`config.mk`:
```
export PLATFORM = sky130hd
export DESIGN_NAME = pwr_mode_ctrl
export DESIGN_NICKNAME = d
export VERILOG_FILES = /design/src/rtl/pmc_pkg.sv /design/src/rtl/pmc_idle_timer.sv /design/src/rtl/pmc_lock_timer.sv /design/src/rtl/pwr_mode_ctrl.sv
export SDC_FILE = /design/constraint.sdc
export NUM_CORES = 1
export LEC_CHECK = 0
export ABC_AREA = 1
export BUFFER_PORTS_ARGS = -buffer_cell sky130_fd_sc_hd__buf_4
export CORE_MARGIN = 2
export CORE_UTILIZATION = 60
export DETAILED_ROUTE_END_ITERATION = 10
export PLACE_DENSITY = 0.91
export SYNTH_ARGS = -nofsm -noshare
export SYNTH_HDL_FRONTEND = slang
export SYNTH_HIERARCHICAL = 1
export SYNTH_SLANG_ARGS = --single-unit
```
`constraint.sdc`:
```
create_clock -name clk -period 3.8 [get_ports clk]
set_input_delay 0.38 -clock clk [delete_from_list [all_inputs] [get_ports clk]]
set_output_delay 0.38 -clock clk [all_outputs]
set_load 0.03 [all_outputs]
```
`src/rtl/pmc_pkg.sv`:
```
package pmc_pkg;
  typedef enum logic [1:0] {
    MODE_FULL  = 2'b00,
    MODE_DOZE  = 2'b01,
    MODE_NAP   = 2'b10,
    MODE_SLEEP = 2'b11
  } mode_t;

  typedef enum logic [2:0] {
    ST_FULL,
    ST_DOZE,
    ST_NAP,
    ST_SLEEP,
    ST_LOCK,
    ST_UP_BUS,
    ST_UP_EXU
  } ctrl_state_t;
endpackage

```
`src/rtl/pmc_idle_timer.sv`:
```
module pmc_idle_timer #(
  parameter int IDLE_W = 16
) (
  input  logic              clk,
  input  logic              rst,
  input  logic              enable,
  input  logic              active,
  input  logic [IDLE_W-1:0] limit,
  output logic              expire
);
  logic [IDLE_W-1:0] cnt;

  assign expire = enable && !active && (limit != '0) && (cnt == limit - 1'b1);

  always_ff @(posedge clk) begin
    if (rst || !enable || active || (limit == '0) || expire) cnt <= '0;
    else cnt <= cnt + 1'b1;
  end

  AST_IDLE_RESTART: assert property (@(posedge clk) disable iff (rst)
    (enable && active) |=> (cnt == '0)) else $error("idle count not restarted");
endmodule

```
`src/rtl/pmc_lock_timer.sv`:
```
module pmc_lock_timer #(
  parameter int LOCK_W = 8
) (
  input  logic              clk,
  input  logic              rst,
  input  logic              load,
  input  logic [LOCK_W-1:0] load_val,
  output logic              done
);
  logic [LOCK_W-1:0] cnt;

  assign done = (cnt == '0);

  always_ff @(posedge clk) begin
    if (rst) cnt <= '0;
    else if (load) cnt <= load_val;
    else if (!done) cnt <= cnt - 1'b1;
  end

  AST_LOCK_LOADED: assert property (@(posedge clk) disable iff (rst)
    load |=> (cnt == $past(load_val))) else $error("lock count not loaded");
endmodule

```
`src/rtl/pwr_mode_ctrl.sv`:
```
module pwr_mode_ctrl
  import pmc_pkg::*;
#(
  parameter int IDLE_W = 16,
  parameter int LOCK_W = 8
) (
  input  logic              clk,
  input  logic              rst,
  input  logic              req_valid,
  input  logic [1:0]        req_mode,
  input  logic              wake_evt,
  input  logic              activity,
  input  logic              pll_keep_cfg,
  input  logic [IDLE_W-1:0] idle_limit,
  input  logic [LOCK_W-1:0] lock_delay,
  output logic              exu_clk_en,
  output logic              bus_clk_en,
  output logic              gen_clk_en,
  output logic              pll_on,
  output logic [1:0]        mode_status
);
  ctrl_state_t state;
  mode_t       status_q;
  logic        idle_expire;
  logic        lock_done;
  logic        in_full;
  logic        enter_sleep;
  logic        lock_load;

  assign in_full     = (state == ST_FULL);
  assign enter_sleep = in_full && ((req_valid && req_mode == MODE_SLEEP) ||
                                   (!req_valid && idle_expire));
  assign lock_load   = (state == ST_SLEEP) && wake_evt && !pll_on;
  assign mode_status = status_q;

  pmc_idle_timer #(.IDLE_W(IDLE_W)) u_idle (
    .clk    (clk),
    .rst    (rst),
    .enable (in_full),
    .active (activity | req_valid),
    .limit  (idle_limit),
    .expire (idle_expire)
  );

  pmc_lock_timer #(.LOCK_W(LOCK_W)) u_lock (
    .clk      (clk),
    .rst      (rst),
    .load     (lock_load),
    .load_val (lock_delay),
    .done     (lock_done)
  );

  always_ff @(posedge clk) begin
    if (rst) begin
      state      <= ST_FULL;
      status_q   <= MODE_FULL;
      exu_clk_en <= 1'b1;
      bus_clk_en <= 1'b1;
      gen_clk_en <= 1'b1;
      pll_on     <= 1'b1;
    end else if (enter_sleep) begin
      state      <= ST_SLEEP;
      status_q   <= MODE_SLEEP;
      exu_clk_en <= 1'b0;
      bus_clk_en <= 1'b0;
      gen_clk_en <= 1'b0;
      pll_on     <= pll_keep_cfg;
    end else begin
      case (state)
        ST_FULL: begin
          if (req_valid && req_mode == MODE_DOZE) begin
            state      <= ST_DOZE;
            status_q   <= MODE_DOZE;
            exu_clk_en <= 1'b0;
          end else if (req_valid && req_mode == MODE_NAP) begin
            state      <= ST_NAP;
            status_q   <= MODE_NAP;
            exu_clk_en <= 1'b0;
            bus_clk_en <= 1'b0;
          end
        end
        ST_DOZE: begin
          if (wake_evt) begin
            state      <= ST_FULL;
            status_q   <= MODE_FULL;
            exu_clk_en <= 1'b1;
          end
        end
        ST_NAP: begin
          if (wake_evt) begin
            state      <= ST_UP_EXU;
            bus_clk_en <= 1'b1;
          end
        end
        ST_SLEEP: begin
          if (wake_evt) begin
            if (pll_on) begin
              state      <= ST_UP_BUS;
              gen_clk_en <= 1'b1;
            end else begin
              state  <= ST_LOCK;
              pll_on <= 1'b1;
            end
          end
        end
        ST_LOCK: begin
          if (lock_done) begin
            state      <= ST_UP_BUS;
            gen_clk_en <= 1'b1;
          end
        end
        ST_UP_BUS: begin
          state      <= ST_UP_EXU;
          bus_clk_en <= 1'b1;
        end
        ST_UP_EXU: begin
          state      <= ST_FULL;
          status_q   <= MODE_FULL;
          exu_clk_en <= 1'b1;
        end
        default: state <= ST_FULL;
      endcase
    end
  end

  AST_NESTED_ENABLES: assert property (@(posedge clk) disable iff (rst)
    (!exu_clk_en || bus_clk_en) && (!bus_clk_en || gen_clk_en) && (!gen_clk_en || pll_on))
    else $error("enables not nested");
  AST_STATUS_MATCHES_EXU: assert property (@(posedge clk) disable iff (rst)
    (mode_status == 2'b00) == exu_clk_en) else $error("status and exu enable disagree");
  AST_BUS_AFTER_GEN: assert property (@(posedge clk) disable iff (rst)
    $rose(bus_clk_en) |-> $past(gen_clk_en)) else $error("bus restored before generator");
  AST_EXU_AFTER_BUS: assert property (@(posedge clk) disable iff (rst)
    $rose(exu_clk_en) |-> $past(bus_clk_en)) else $error("exu restored before bus");
  AST_DOZE_ENTRY: assert property (@(posedge clk) disable iff (rst)
    (mode_status == 2'b00 && req_valid && req_mode == 2'b01) |=>
    (mode_status == 2'b01 && !exu_clk_en && bus_clk_en && gen_clk_en)) else $error("doze entry");
  AST_SLEEP_PLL: assert property (@(posedge clk) disable iff (rst)
    (mode_status == 2'b00 && req_valid && req_mode == 2'b11) |=>
    (mode_status == 2'b11 && !gen_clk_en && pll_on == $past(pll_keep_cfg))) else $error("sleep entry");
  AST_LOCK_HOLDS_GEN: assert property (@(posedge clk) disable iff (rst)
    (state == ST_LOCK && !lock_done) |=> !gen_clk_en) else $error("generator before lock");
endmodule

```
======== Yosys cells after proc, flatten, opt, wreduce, memory -nomap -nowiden ========
Index checks and enable logic that the tools add are counted.
W data, S select, Z words.
storage, ports and cells
  logic and storage cells ................. 103
  bits of input ports ..................... 32
  output and inout port bits .............. 6
  register bits ........................... 33
cells by class
  reduce and logical (&&, ||, !) cells .... 35
  mux-type cells .......................... 31
  add/subtract/negate cells ............... 3
  bitwise gates (word level) .............. 1
  eq/ne operators ......................... 24
operators by type and width
  cell                     number
  $mux W3                  6
  $ne A3 B3 Y1 const B     6
  $pmux W3 S6              1
  $add A16 B1 Y16 const B  1
  $eq A16 B16 Y1           1
  $logic_not A16 Y1        1
  $mux W8                  2
  $reduce_bool A16 Y1      1
  $sub A16 B1 Y16 const B  1
  $mux W1                  13
  $logic_and A1 B1 Y1      10
  $mux W2                  5
  $reduce_and A5 Y1        2
  $eq A3 B3 Y1 const B     3
  $logic_not A8 Y1         1
  $ne A2 B2 Y1 const B     4
  $reduce_and A4 Y1        2
  $reduce_bool A4 Y1       2
  $sub A8 B1 Y8 const B    1
  $eq A3 B2 Y1 const B     2
  $ne A3 B1 Y1 const B     2
  $pmux W1 S3              2
  $pmux W2 S3              1
  $logic_or A1 B1 Y1       5
  other kinds (14)         19

======== Longest topological paths before layout ========
  word-level depth ........................ 10
  gate-level depth with buffers ........... 21
  depth with buffers taken out ............ 21

======== Hierarchy ========
The synthesis kept the hierarchy.
by module, submodules not included
  module          instances  area each (µm²)  cells an instance  sequential area each (µm²)
  pmc_idle_timer  1          1,416.4          234                320.3
  pwr_mode_ctrl   1          623.1            101                180.2
  pmc_lock_timer  1          462.9            71                 160.2

======== Worst setup path before layout ========
No wires, ideal clock.
  kind .................................... input port to flip-flop
  from .................................... in idle_limit[0]
  to ...................................... reg status_q[0] (netlist: mode_status[0])
  buffers on the path ..................... 0
  arrival ................................. 2.000 ns
  stages .................................. 19
  setup slack ............................. 1.686 ns
  library setup time ...................... 0.114 ns
  data required time ...................... 3.686 ns
  cell sequence ........................... inv_1 > ha_1 > nand2_1 > nor2_1 > nand3_1 > nand2_1 > nand2_1 > inv_1 > nand3_1 > nor2_1 > nand3_2 > inv_1 > nand2_1 > nand2_1 > nor2_4 > nand2_2 > nand3_2 > nor2_1 > nor2_2
on the way
  word-level cells in the longest chain between the ends .. 8
  elaborated cells between the ends (all ways) .. 13
  classes of those cells .................. 1 x add/sub; 3 x eq/ne; 1 x mux; 8 x reduce/logical
RTL lines
  what                                                    RTL line              source
  from (decl)                                             pwr_mode_ctrl.sv:14   input logic [IDLE_W-1:0] idle_limit,
  $sub A16 B1 Y16 or $reduce_bool A16 Y1 (tied branches)  pmc_idle_timer.sv:13  assign expire = enable && !active && (limit != '0) && (cnt == limit - 1'b1);
  $eq A16 B16 Y1 or $logic_and A1 B1 Y1 (tied branches)   pmc_idle_timer.sv:13
  $logic_and A1 B1 Y1 (*)                                 pmc_idle_timer.sv:13
  net idle_expire                                         pwr_mode_ctrl.sv:24   logic idle_expire;
  $logic_and A1 B1 Y1 (*)                                 pwr_mode_ctrl.sv:32   (!req_valid && idle_expire));
  $logic_or A1 B1 Y1 (*)                                  pwr_mode_ctrl.sv:31   assign enter_sleep = in_full && ((req_valid && req_mode == MODE_SLEEP) ||
  $logic_and A1 B1 Y1 (*)                                 pwr_mode_ctrl.sv:31
  $ne A4 B1 Y1 (no line), or another cell as far along    --
  $reduce_and A3 Y1 (no line)                             --
  to (signal assigned)                                    pwr_mode_ctrl.sv:56   status_q <= MODE_FULL;
  to (signal assigned)                                    pwr_mode_ctrl.sv:63   status_q <= MODE_SLEEP;
  to (signal assigned)                                    pwr_mode_ctrl.sv:73   status_q <= MODE_DOZE;
  to (decl)                                               pwr_mode_ctrl.sv:23   mode_t status_q;
Mark *: on every way through the listed nets, which the timed path passes. The rest lies on a longest branch.
A chain may end at the register's enable or synchronous reset.

======== Worst setup path after layout ========
Same ends and word-level chain as after synthesis.

==> impl_results.md <==
- CP required: 3.99 ns
- Syn Nets: 441
- Maximum buffer depth of the clock tree: 2
- Post-synth top area share: 26.4%
- Placed Instance Area: 0.00283 mm2
- Cell variety after synth: 31
- WL/cell: 12.1 um
- Die height: 68.6 um
- DRC viols: 0
- Postcts setup bufs: 0
- Warnings, synthesis: 6
- Vias per cell: 5.24
- 1st-iter DRT viols: 192
- DRT antenna net count: 0
- Leakage: about 1.4 nW
- Final core utilization: 73.3%
- Switching pwr: 0.682 mW
- Post-Route WL: 6070 um
- Finished Layout Cells: 500
- Comb pwr share: 50.1%
- Commonest non-fill, non-tap cell in the layout: nand2_1
- Tightest Hold Check Type: input pin to register
- Final Hold Fails: 0
- Worst endpoint data arrival time: approximately 2.4 ns
- Initial Util: 62.6%
- Period utilisation layout: between 50% and 60%
- WS Path Type: input pin to register
- Post-route minimum period: 2.19 ns
- Worst skew pair latency: 0.29 ns
- Total number of vias: between 2k and 3k
- DRT Pass-1 Iters: 5
- Sw Ratio: 43.8%
- CTS tree: done
- Final Max Slew Viols: 0
- Syn avg cell area: 6.16 um2
- Top post-synthesis cells by area: dfxtp_1 26%, nand2_1 14%, nor2_1 12%
- Pwr per Cell Area: 531 mW/mm2
- Initial antenna violation count: 0
- Antenna diode count: 0
- Max Cap Viol: 0
- Total CTS buffers: 5
- Final setup skew: 0.00957 ns
- Final setup viols: 0
- Total grt overflow: 0
- Yosys reg bits: 33
- Setup_tns: 0 ns
- Peak Freq: 456 MHz
- Most frequent cells in the layout: 91 x nand2_1, 77 x nor2_1, 61 x inv_1
- Clock network power share: between 10% and 20%
- Area Overhead vs Synth: 17.2%
- Final GP Congestion: 0.959
- Mapped Cells: slightly above 400
- Max FO, Critical Path: 5
- Crit path launch type: input pin
- Num rows: 23
- HPWL after detailed placement: 4720 um
- CTS resizes: 0
- First-pass GRT wire length: between 9000 and 10,000 um
- Worst slew margin: between 40 and 50%
- Final instance area: a little under 0.003 mm2
- Fillers: 339
- Nets: 484
- Clock Pin Slew Worst Setup and Hold Paths: around 0.07 ns
- CTS HTree Levels: 2
- Least-Margin Pin Slew: 0.823 ns
- IO Pins: 38
- Status: finished, final reports clean
- Largest net degree at the start of global routing: 17
- Die Span X: 68.6 um
- Core Area: 0.00400 mm2
- Vias in the first global route: 2,327
- Proportion of layout cells with a drive suffix above 1: about 18%
- Inst Count DP: 492
- Die Footprint: 0.00470 mm2
- IO Port Bufs: 37
- RSZ-0062 raised after global routing: no
- Total chip power: 1.56 mW
- Power Internal: 0.876 mW
- Leading area contributor after synthesis: dfxtp_1
- Sinks on the clock net: 33
- Register area share after synthesis: 26.4%
- Reg power frac: 31.2%
- Peak supply drop: 0.418 mV
- Root Buffer: clkbuf_8
- Gr usage total: 27.9%
- CTS Hold Bufs: 0
- Synthesized cell area: ~0.0025 mm2
- Critical Path End Type: register
routing by layer:
metal	vias to the layer above	track usage, %	part of all wire, %
met2	96	48.3	49
met5	-	0	0
met1	1166	34.4	43
met3	6	5.84	7.0
li1	1351	-	-
met4	0	8.75	0.91
critical path, stage by stage:
cell,delay (ns)
buf_4,0.11
inv_1,0.10
ha_1,0.25
nand3_1,0.14
inv_1,0.15
nand2_1,0.07
nand2_1,0.07
nand2_1,0.05
nand2_1,0.05
nand2_1,0.05
nor2_1,0.11
nand3_2,0.12
inv_1,0.07
nand2_1,0.05
nand2_1,0.16
nor2_4,0.05
nand2_2,0.09
nand3_2,0.13
nor2_1,0.14
nor2_2,0.05
layout make-up:
class	count	area [um2]	share of cell area [%]
clock buffer	7	96.3	3.28
multi-input combinational	305	1580	53.8
inverter	67	253	8.62
tap	50	62.6	2.13
sequential	33	661	22.5
timing repair buffer	37	278	9.47
clock inverter	1	5.00	0.171
logic make-up after synthesis:
kind of cell,after synthesis,share of synthesized area (%)
flops,33,26.4
buf+inv,68,10.5
simple gates,249,46.5
fa+ha+maj,3,1.50
xor+xnor,27,9.45
compound gates,26,5.65
power groups by stage:
stage | clock [mW] | combinational, mW | sequential, mW
global route | 0.310 | 0.889 | 0.497
CTS | 0.300 | 0.778 | 0.484
floorplan | 0 | 0.551 | 0.527
global placement | 0 | 0.743 | 0.490
finish | 0.293 | 0.780 | 0.485
detailed placement | 0 | 0.770 | 0.492
registers in the layout, summed over array words and instances, names as in the netlist:
name,count
gen_clk_en,1
state,3
u_idle/cnt,16
u_lock/cnt,8
bus_clk_en,1
mode_status,2
exu_clk_en,1
pll_on,1
cell usage after synthesis:
cell type / count
nand2_1: 91
nor2_1: 77
inv_1: 61
dfxtp_1: 33
nand3_1: 31
xor2_1: 20
nor2_2: 9
o21ai_0: 9
nand4_1: 8
o21ai_1: 7
xnor2_1: 7
a21oi_1: 6
nand2_2: 6
nand3b_1: 6
nor3_1: 6
nand3_2: 5
inv_2: 4
ha_1: 3
nor2_4: 3
nand2_4: 2
o211ai_1: 2
buf_6: 1
clkinv_1: 1
clkinv_2: 1
nor3_2: 1
nor3_4: 1
nor4_1: 1
nor4_2: 1
o21a_2: 1
o31ai_1: 1
or2_2: 1
stage by stage:
stage / hold WS, ns / setup slack, ns
finish: 0.339 / 1.61
global route: 0.353 / 1.36
CTS: 0.334 / 1.61
detailed placement: 0.455 / 1.33
global placement: 0.441 / 1.44
floorplan: 0.428 / 1.69
path summary, 6_finish.rpt:
path	cells past startpoint	from	slack (ns)	endpoint
worst min register to register	2	bus_clk_en	0.47	bus_clk_en
worst min-delay path	2	rst	0.34	u_lock/cnt[3]
worst max register to register	10	state[0]	1.63	u_lock/cnt[5]
worst max-delay path	20	idle_limit[0]	1.61	mode_status[0]
(Power assumes the default switching activity.)
